<file path="src/rtl/cfu_pkg.sv">
package cfu_pkg;

   typedef enum logic [1:0] {
      OP_SUB  = 2'd0,
      OP_CMP  = 2'd1,
      OP_ADD  = 2'd2,
      OP_TEST = 2'd3
   } cfu_op_e;

   typedef enum logic [3:0] {
      CC_ALWAYS = 4'd0,
      CC_LE     = 4'd1,
      CC_LT     = 4'd2,
      CC_EQ     = 4'd3,
      CC_NE     = 4'd4,
      CC_GE     = 4'd5,
      CC_GT     = 4'd6,
      CC_ULT    = 4'd7,
      CC_ULE    = 4'd8,
      CC_UGT    = 4'd9,
      CC_UGE    = 4'd10
   } cfu_cc_e;

   typedef struct packed {
      logic zf;
      logic sf;
      logic cf;
      logic of;
   } cfu_flags_t;

endpackage

</file>
<file path="src/rtl/cfu_alu.sv">
module cfu_alu
   import cfu_pkg::*;
#(
   parameter int WIDTH        = 64,
   parameter bit SHARED_ADDER = 1'b1
) (
   input  logic [WIDTH-1:0] a_i,
   input  logic [WIDTH-1:0] b_i,
   input  cfu_op_e          op_i,
   output logic [WIDTH-1:0] value_o,
   output cfu_flags_t       flags_o
);

   localparam int MSB = WIDTH - 1;

   logic             is_sub;
   logic [WIDTH-1:0] arith;
   logic             cf_arith;
   logic             of_arith;
   logic [WIDTH-1:0] val;

   assign is_sub = (op_i == OP_SUB) || (op_i == OP_CMP);

   generate
      if (SHARED_ADDER) begin : g_shared
         // one adder: b + ~a + 1 for subtraction, b + a for addition
         logic [WIDTH:0]   sum;
         logic [WIDTH-1:0] addend;
         always_comb begin
            addend   = is_sub ? ~a_i : a_i;
            sum      = {1'b0, b_i} + {1'b0, addend} + {{WIDTH{1'b0}}, is_sub};
            arith    = sum[WIDTH-1:0];
            // carry out of b + ~a + 1 is the inverse of the borrow
            cf_arith = is_sub ? ~sum[WIDTH] : sum[WIDTH];
         end
      end else begin : g_split
         // separate subtractor and adder, selected afterwards
         logic [WIDTH:0] diff;
         logic [WIDTH:0] total;
         always_comb begin
            diff     = {1'b0, b_i} - {1'b0, a_i};
            total    = {1'b0, a_i} + {1'b0, b_i};
            arith    = is_sub ? diff[WIDTH-1:0] : total[WIDTH-1:0];
            cf_arith = is_sub ? diff[WIDTH] : total[WIDTH];
         end
      end
   endgenerate

   always_comb begin
      if (is_sub)
         of_arith = (a_i[MSB] ^ b_i[MSB]) & (arith[MSB] ^ b_i[MSB]);
      else
         of_arith = ~(a_i[MSB] ^ b_i[MSB]) & (arith[MSB] ^ a_i[MSB]);
   end

   always_comb begin
      val        = (op_i == OP_TEST) ? (a_i & b_i) : arith;
      value_o    = val;
      flags_o.zf = (val == '0);
      flags_o.sf = val[MSB];
      flags_o.cf = (op_i == OP_TEST) ? 1'b0 : cf_arith;
      flags_o.of = (op_i == OP_TEST) ? 1'b0 : of_arith;
   end

endmodule

</file>
<file path="src/rtl/cfu_flag_reg.sv">
module cfu_flag_reg
   import cfu_pkg::*;
(
   input  logic       clk,
   input  logic       rst_n,
   input  logic       wr_i,
   input  cfu_flags_t d_i,
   output cfu_flags_t q_o
);

   always_ff @(posedge clk or negedge rst_n) begin
      if (!rst_n)
         q_o <= '0;
      else if (wr_i)
         q_o <= d_i;
   end

   // reset leaves the register cleared
   p_reset_clear_r1: assert property (@(posedge clk) !rst_n |=> q_o == '0)
      else $error("flags not cleared by reset");

   // no strobe, no change
   p_hold_r8: assert property (@(posedge clk) disable iff (!rst_n)
      !wr_i |=> q_o == $past(q_o))
      else $error("flags changed without strobe");

   // strobe captures the flags presented at that edge
   p_load_r8: assert property (@(posedge clk) disable iff (!rst_n)
      wr_i |=> q_o == $past(d_i))
      else $error("flags not loaded on strobe");

endmodule

</file>
<file path="src/rtl/cfu_cond_eval.sv">
module cfu_cond_eval
   import cfu_pkg::*;
(
   input  cfu_flags_t fl_i,
   input  logic [3:0] cc_i,
   output logic       hit_o
);

   logic lt_s;

   assign lt_s = fl_i.sf ^ fl_i.of;

   always_comb begin
      unique case (cfu_cc_e'(cc_i))
         CC_ALWAYS: hit_o = 1'b1;
         CC_LE:     hit_o = lt_s | fl_i.zf;
         CC_LT:     hit_o = lt_s;
         CC_EQ:     hit_o = fl_i.zf;
         CC_NE:     hit_o = ~fl_i.zf;
         CC_GE:     hit_o = ~lt_s;
         CC_GT:     hit_o = ~lt_s & ~fl_i.zf;
         CC_ULT:    hit_o = fl_i.cf;
         CC_ULE:    hit_o = fl_i.cf | fl_i.zf;
         CC_UGT:    hit_o = ~fl_i.cf & ~fl_i.zf;
         CC_UGE:    hit_o = ~fl_i.cf;
         default:   hit_o = 1'b0;
      endcase
   end

endmodule

</file>
<file path="src/rtl/cmp_flag_unit.sv">
module cmp_flag_unit
   import cfu_pkg::*;
#(
   parameter int WIDTH        = 64,
   parameter bit SHARED_ADDER = 1'b1
) (
   input  logic             clk,
   input  logic             rst_n,
   input  logic [WIDTH-1:0] a_i,
   input  logic [WIDTH-1:0] b_i,
   input  logic [1:0]       op_i,
   input  logic [3:0]       cond_i,
   input  logic             flag_wr_i,
   output logic [WIDTH-1:0] res_o,
   output logic             zf_o,
   output logic             sf_o,
   output logic             cf_o,
   output logic             of_o,
   output logic             cond_true_o
);

   generate
      if (WIDTH < 2) begin : g_bad_width
         $error("cmp_flag_unit: WIDTH must be at least 2");
      end
   endgenerate

   cfu_op_e          op;
   logic [WIDTH-1:0] alu_val;
   cfu_flags_t       alu_fl;
   cfu_flags_t       reg_fl;

   assign op = cfu_op_e'(op_i);

   cfu_alu #(
      .WIDTH       (WIDTH),
      .SHARED_ADDER(SHARED_ADDER)
   ) u_alu (
      .a_i    (a_i),
      .b_i    (b_i),
      .op_i   (op),
      .value_o(alu_val),
      .flags_o(alu_fl)
   );

   cfu_flag_reg u_flags (
      .clk  (clk),
      .rst_n(rst_n),
      .wr_i (flag_wr_i),
      .d_i  (alu_fl),
      .q_o  (reg_fl)
   );

   cfu_cond_eval u_cond (
      .fl_i (reg_fl),
      .cc_i (cond_i),
      .hit_o(cond_true_o)
   );

   assign res_o = ((op == OP_CMP) || (op == OP_TEST)) ? '0 : alu_val;
   assign zf_o  = reg_fl.zf;
   assign sf_o  = reg_fl.sf;
   assign cf_o  = reg_fl.cf;
   assign of_o  = reg_fl.of;

   // compare and test never drive a result
   p_quiet_result_r3: assert property (@(posedge clk) disable iff (!rst_n)
      (op_i == 2'd1 || op_i == 2'd3) |-> res_o == '0)
      else $error("compare/test drove a result");

   // borrow equals unsigned a > b
   p_borrow_r5: assert property (@(posedge clk) disable iff (!rst_n)
      (op_i == 2'd0 || op_i == 2'd1) |-> alu_fl.cf == (a_i > b_i))
      else $error("borrow mismatch");

   // zero after subtraction means equal operands
   p_zero_eq_r4: assert property (@(posedge clk) disable iff (!rst_n)
      (op_i == 2'd0 || op_i == 2'd1) |-> alu_fl.zf == (a_i == b_i))
      else $error("zero flag mismatch");

   // test clears carry and overflow
   p_test_clear_r7: assert property (@(posedge clk) disable iff (!rst_n)
      op_i == 2'd3 |-> !alu_fl.cf && !alu_fl.of)
      else $error("test left carry/overflow set");

   // equal condition tracks the registered zero flag
   p_eq_cond_r9: assert property (@(posedge clk) disable iff (!rst_n)
      cond_i == 4'd3 |-> cond_true_o == zf_o)
      else $error("equal condition mismatch");

   // reserved codes never hit
   p_reserved_r11: assert property (@(posedge clk) disable iff (!rst_n)
      cond_i > 4'd10 |-> !cond_true_o)
      else $error("reserved condition hit");

endmodule

</file>
<file path="config.mk">
export PLATFORM = sky130hd
export DESIGN_NAME = cmp_flag_unit
export DESIGN_NICKNAME = d
export VERILOG_FILES = /design/src/rtl/cfu_pkg.sv /design/src/rtl/cfu_alu.sv /design/src/rtl/cfu_flag_reg.sv /design/src/rtl/cfu_cond_eval.sv /design/src/rtl/cmp_flag_unit.sv
export SDC_FILE = /design/constraint.sdc
export NUM_CORES = 1
export LEC_CHECK = 0
export ABC_CLOCK_PERIOD_IN_PS = 4700
export BUFFER_PORTS_ARGS = -buffer_cell sky130_fd_sc_hd__buf_2
export CAP_MARGIN = 20
export CORE_MARGIN = 8
export CORE_UTILIZATION = 45
export DETAILED_ROUTE_END_ITERATION = 8
export GPL_TIMING_DRIVEN = 0
export PLACE_DENSITY = 0.78
export SYNTH_ARGS = -nofsm -noshare
export SYNTH_HDL_FRONTEND = slang
export SYNTH_SLANG_ARGS = --single-unit
</file>
<file path="constraint.sdc">
create_clock -name clk -period 4.7 [get_ports clk]
set_clock_uncertainty 0.1 [all_clocks]
set_input_delay 0.705 -clock clk [delete_from_list [all_inputs] [get_ports clk]]
set_output_delay 0.705 -clock clk [all_outputs]
set_load 0.01 [all_outputs]
</file>
==> results of run 1 <==
-- worst min-delay path by stage --
| stage | from | endpoint | slack [ns] | cells past startpoint |
|---|---|---|---|---|
| after floorplan | rst_n | u_flags.q_o[0] | 0.31 | 0 |
| after global placement | rst_n | u_flags.q_o[3] | 0.41 | 1 |
| after detailed placement | rst_n | u_flags.q_o[2] | 0.41 | 1 |
| after CTS | rst_n | u_flags.q_o[2] | 0.17 | 1 |
| after global routing | rst_n | u_flags.q_o[2] | 0.18 | 1 |
| final | rst_n | u_flags.q_o[2] | 0.17 | 1 |
-- stage by stage --
stage	TNS [ns]	utilization [%]	cells	worst slack, ns
3_3_place_gp	-16.11	55.74	1286	-1.362
4_1_cts	-0.4301	62.77	1325	-0.07946
6_report	-0.8080	70.85	1370	-0.1753
3_5_place_dp	-16.46	55.74	1286	-1.307
2_1_floorplan	0	-	905	0.1223
5_1_grt	-2.222	70.85	1370	-0.2779
-- cell families (layout without fill, tap and decap cells) --
logic type                 after synthesis  count (layout)
muxes                                    6               6
AOI/OAI and AO/OA                      321             321
adders and majority gates               72              72
xor gates and xnor gates               118             118
DFF                                      4               4
buffers and inverters                   63             352
and+or+nand+nor                        321             321
-- cells in the final DEF, fill, tap and decap left out, drive strengths merged, types with 24 or more instances in the layout --
master	instances
nand2	84
clkbuf	26
xnor2	96
o21ai	63
nor2	94
a21oi	98
ha	71
buf	302
inv	24
-- metal layers --
layer	track usage [%]	wire (µm)	share of wire [%]
met1	40.82	12240	37
met2	53.48	14610	45
met3	8.176	4026	12
met4	13.06	1833	5.6
met5	0	0	0
-- layout make-up --
type	count	area [µm²]	share of cell area, %
plain buffers	33	314.1	3.347
clock buffers	3	75.07	0.8001
inverters	24	90.09	0.9601
multi-input cells	838	6795	72.42
flip-flops and latches	4	100.1	1.067
well taps	176	220.2	2.347
repair buffers	292	1788	19.06
-- critical path, stage by stage --
cell,delay (ns)
buf_12,0.11
buf_12,0.14
clkbuf_16,0.17
xnor2_1,0.13
ha_2,0.40
and2_1,0.19
and3b_1,0.26
o311ai_4,0.17
buf_4,0.19
a21boi_0,0.24
nor3_1,0.13
nor4b_4,0.34
nand4b_1,0.18
nor4_4,0.34
nand4b_1,0.29
nor4bb_2,0.35
nand4_1,0.19
o31ai_4,0.34
-- cell usage after synthesis (all sizes together), types with 7 or more instances --
cell / instances / area [µm²]
a211oi: 11 / 82.58
a21boi: 10 / 75.07
a21o: 23 / 173.9
a21oi: 98 / 498.0
a221oi: 9 / 97.59
a22oi: 9 / 67.56
a31oi: 12 / 75.07
and2: 8 / 50.05
and3: 10 / 62.56
and3b: 7 / 62.56
buf: 15 / 78.83
clkbuf: 24 / 90.09
ha: 71 / 888.4
inv: 24 / 90.09
nand2: 84 / 315.3
nand2b: 7 / 43.79
nand3: 19 / 95.09
nand4: 21 / 131.4
nor2: 94 / 352.8
nor2b: 17 / 106.4
nor3: 23 / 115.1
nor4: 8 / 56.30
o21a: 10 / 75.07
o21ai: 63 / 319.1
o31ai: 7 / 57.55
xnor2: 96 / 840.8
xor2: 22 / 192.7
-- where the power goes --
group	switching, mW	total, mW	leakage [nW]	internal [mW]
Sequential	0.00585	0.0461	0.0495	0.0402
Combinational	1.18	2.06	4.05	0.880
Clock	0.0297	0.139	0.0370	0.109
-- what timing repair did --
action	CTS	global route
pin swaps	45	42
setup endpoints to repair	36	27
buffers inserted	39	44
gates cloned	2	2
resized for setup	109	121
==> impl_results.md, run 1 <==
* Status: finished, violations left
* Failing checks: negative setup slack
* Setup violators final at 9
* Top flop regs: u_flags.q_o x4
* Overall power at 2.244 mW
* Fill cells at 1133
* R2R depth at 2
* # diodes at 0
* Clock transition at the registers of the reported paths at 0.03 ns
* Post-Syn Instances at 905
* Clock Sinks at 4
* Drt wl/cell at 23.87 µm
* Maximum VDD drop at 260.4 µV
* Wirelength, routed at 32.71 mm
* Die height at 132.6 µm
* Largest family of logic cells by synthesized area: compound AO/OA/AOI/OAI gates
* Reg2reg start: u_flags.q_o[3]
* Worst-Margin Slew at 0.9548 ns
* Post-synthesis cell area at 6118 µm²
* Worst rel slew slack at 36.35%
* Design Area, Final at 9383 µm²
* Syn_nets at 1114
* Root Buffer: clkbuf_16
* Post-synthesis sequential element count at 4
* R2R Path End: u_flags.q_o[3]
* Critical path endpoint: u_flags.q_o[3]
* Peak Freq at 205.1 MHz
* H-Tree Level Count at 1
* Post-synthesis sequential area ratio at 1.636%
* Final hold viol count at 0
* Starting density of the core at 46.20%
* 1st-iter DRT viols at 1165
* Total track usage at 32.95%
* Area Growth Syn to Fin at 53.35%
* Worst-Skew Late Latency at 0.23 ns
* Vias in the first global route at 8406
* Max reg flops at 4
* Avg Synthesized Cell Area at 6.761 µm²
* NumNets Final at 1405
* Power density over the cells at 239.2 nW/µm²
* Clk buf depth at 2
* CP Data Arrival Time at 4.89 ns
* Antenna Nets Post-Route at 0
* Post-Synth XOR/XNOR Area at 16.89%
* Placement Cell Area at 7381 µm²
* Mux cell area share after synthesis at 1.063%
* Crit Path Class: input port to flop
* Most used DFF post-synth: dfrtp_1
* Post-synth EDFFs at 0
* Die area at 17580 µm²
* RSZ-0062 raised after global routing: true
* Reg-to-reg slack, setup at 3.69 ns
* First-pass GRT wire length at 46.74 mm
* DRT Pass-1 Iters at 8
* DR vias/cell at 6.538
* Simple-gate share of the synthesized area at 25.54%
* # IOs at 206
* Vias at 8957
* Pin count of the biggest net entering global routing at 12
* CP required at 4.72 ns
* CTS Buf Count at 3
* Crit end category: flop
* Final WS setup at -0.1753 ns
* Core Area at 13240 µm²
* Hold slack at 0.1697 ns
* Compound-Gate Fraction of Synth Area at 35.79%
* Initial antenna violation count at 1
* Max Cap Viol at 0
* Placer Congestion at 1.059
* Type of origin of the critical path: input port
* PortBufs at 205
* Netlist cell types at 83
* Crit path max fanout at 7
* Synth Warn # at 0
* Leakage at 4.141 nW
* DPL Wire Length at 25.10 mm
* Synth Area in Adders at 14.85%
* Largest register by flop count: u_flags.q_o
* Tmin final at 4.875 ns
* CP Launch Point: op_i[1]
* Global route total overflow at 0
* CTS Hold Bufs at 0
* Min-delay worst type: input port to asynchronous set/reset pin
* CTS tree: yes
* Die W at 132.6 µm
* Period utilization at 103.7%
* Count of pins over their slew limit at 0
* Proportion of layout cells with a drive suffix above 1 at 39.61%
* FP Rows at 42
* DR DRC count at 0
* Asr flop ratio synth at 100.0%
(Power assumes the default switching activity.)
==> inputs of run 2 (changes only) <==
BUFFER_PORTS_ARGS = -buffer_cell sky130_fd_sc_hd__clkbuf_2   (was -buffer_cell sky130_fd_sc_hd__buf_2)
==> run 2 against run 1 <==
Net effect:
- the run still ends with negative setup slack left
- clock-buffer cell count unchanged
- core utilization increased by 2.8 points
- clock power decreased by 5%
- routed wire length increased by 3.0%
- power increased by 3.8%
- design area increased by 3.9%
- register-to-register slack about the same
- largest cell class unchanged
==> impl_results.md, run 2 (same netlist as run 1, synthesis figures left out) <==
* # diodes at 0
* Commonest non-fill, non-tap cell in the layout: clkbuf_2
* CP Data Arrival Time at 4.78 ns
* Worst-Margin Slew at 0.9574 ns
* Clock Sinks at 4
* Crit-path leading delay family: simple AND/OR/NAND/NOR gates
* Global route total overflow at 0
* Top flop regs: u_flags.q_o x4
* Drt wl/cell at 24.47 µm
* Final hold viol count at 0
* RSZ-0062 raised after global routing: true
* Failing checks: negative setup slack
* Design Area, Final at 9753 µm²
* H-Tree Level Count at 1
* DR vias/cell at 6.626
* First-pass GRT wire length at 47.06 mm
* Vias in the first global route at 8460
* Crit end category: flop
* FP Rows at 42
* 1st-iter DRT viols at 1219
* CTS tree: yes
* Final core utilization at 73.65%
* Die area at 17580 µm²
* Critical path, cell by cell: clkbuf_16 -> buf_12 -> buf_6 -> xnor2_1 -> ha_2 -> a21oi_4 -> o21ai_1 -> a21oi_4 -> o22ai_1 -> or4b_4 -> nor4b_4 -> nand4b_1 -> nor4_4 -> nand4b_1 -> nor4bb_1 -> nand4_1 -> o31ai_4
* Die height at 132.6 µm
* Leakage at 4.260 nW
* DR DRC count at 0
* Antenna Nets Post-Route at 0
* DRT Pass-1 Iters at 6
* Count of pins over their slew limit at 0
* Clock transition at the registers of the reported paths at 0.03 ns
* DPL Wire Length at 25.01 mm
* Final WS setup at -0.07993 ns
* Overall power at 2.330 mW
* Core Area at 13240 µm²
* Pin count of the biggest net entering global routing at 11
* Power density over the cells at 238.9 nW/µm²
* Placed insts at 1286
* CTS Buf Count at 3
* Type of origin of the critical path: input port
* Tmin final at 4.780 ns
* Status: finished, violations left
* Vias at 9118
* Initial antenna violation count at 1
* Max stage delay on crit path at 0.55 ns
* CTS Hold Bufs at 0
* Fill cells at 1043
* Worst path slowest cell: or4b_4
* Maximum VDD drop at 265.4 µV
* Place WS at -1.266 ns
* Total track usage at 32.96%
* Clk buf depth at 2
* CP required at 4.70 ns
* Worst rel slew slack at 36.17%
* Layout Cells excl Fill at 1376
* Period utilization at 101.7%
* Starting density of the core at 46.20%
* Setup violators final at 10
* Max reg flops at 4
* Most frequent cells in the layout: clkbuf_2, buf_4, nor2_1
* Crit path max fanout at 7
* Crit Path Class: input port to flop
* Worst-Skew Late Latency at 0.22 ns
* NumNets Final at 1411
* Area Growth Syn to Fin at 59.41%
* PortBufs at 205
* Die W at 132.6 µm
* Peak Freq at 209.2 MHz
* Max Cap Viol at 0
* Wirelength, routed at 33.68 mm
* Min-delay worst type: input port to asynchronous set/reset pin
* Largest register by flop count: u_flags.q_o
* Placer Congestion at 1.049
* Root Buffer: clkbuf_16
* Proportion of layout cells with a drive suffix above 1 at 43.67%
* WP buf/inv at 3
* # IOs at 206
* Placement Cell Area at 7381 µm²
## run 2: cell types whose count changed in the layout (fill, tap and decap cells not counted), moves of 5 or more
cell | previous run | this run
buf_4 | 76 | 88
o21ai_0 | 42 | 37
a21oi_1 | 70 | 62
clkbuf_2 | 0 | 196
a21oi_4 | 8 | 14
xnor2_1 | 75 | 64
xnor2_2 | 13 | 20
ha_1 | 48 | 40
buf_2 | 208 | 11
## run 2: worst paths after layout
path,start,to,slack [ns],cells past startpoint
worst max-delay path,op_i[1],u_flags.q_o[3],-0.08,17
worst min-delay path,rst_n,u_flags.q_o[3],0.19,1
worst max register to register,u_flags.q_o[3],u_flags.q_o[3],3.68,2
worst min register to register,u_flags.q_o[0],u_flags.q_o[0],0.47,2
max in group asynchronous,rst_n,u_flags.q_o[2],4.19,1
min in group clk,u_flags.q_o[0],u_flags.q_o[0],0.47,2
## run 2: area by class of cell
class,instances,area [µm²],share of cell area (%)
Clock buffer,3,75.07,0.7697
Buffer,29,276.5,2.835
Sequential cell,4,100.1,1.026
Multi-Input combinational cell,838,7138,73.19
Inverter,24,90.09,0.9237
Timing Repair Buffer,302,1853,19.00
Tap cell,176,220.2,2.258
## run 2: through the flow
step	setup TNS, ns	hold slack [ns]
finish	-0.3788	0.1855
global route	-1.138	0.1886
floorplan	0	0.3094
CTS	-0.03380	0.1867
global placement	-17.06	0.4160
detailed placement	-17.01	0.4164
## run 2: report_power, final
| group | internal [mW] | switching, mW | leakage, nW |
|---|---|---|---|
| combinational | 0.921 | 1.23 | 4.17 |
| clock | 0.109 | 0.0232 | 0.0370 |
| sequential | 0.0402 | 0.00693 | 0.0495 |
## run 2: repair_timing
action / 4_1_cts / 5_1_grt
endpoints found under the setup margin: 37 / 25
setup buffers: 57 / 36
pin swaps: 73 / 89
gates cloned: 3 / 1
resized for setup: 157 / 148
## run 2: layer usage
| layer | routed length [µm] | up-vias | global-route usage (%) |
|---|---|---|---|
| met5 | 0 | - | 0 |
| met4 | 2037 | 0 | 14.89 |
| met3 | 4282 | 179 | 7.911 |
| met2 | 14770 | 732 | 52.33 |
| met1 | 12590 | 4226 | 41.28 |
| li1 | - | 3981 | - |
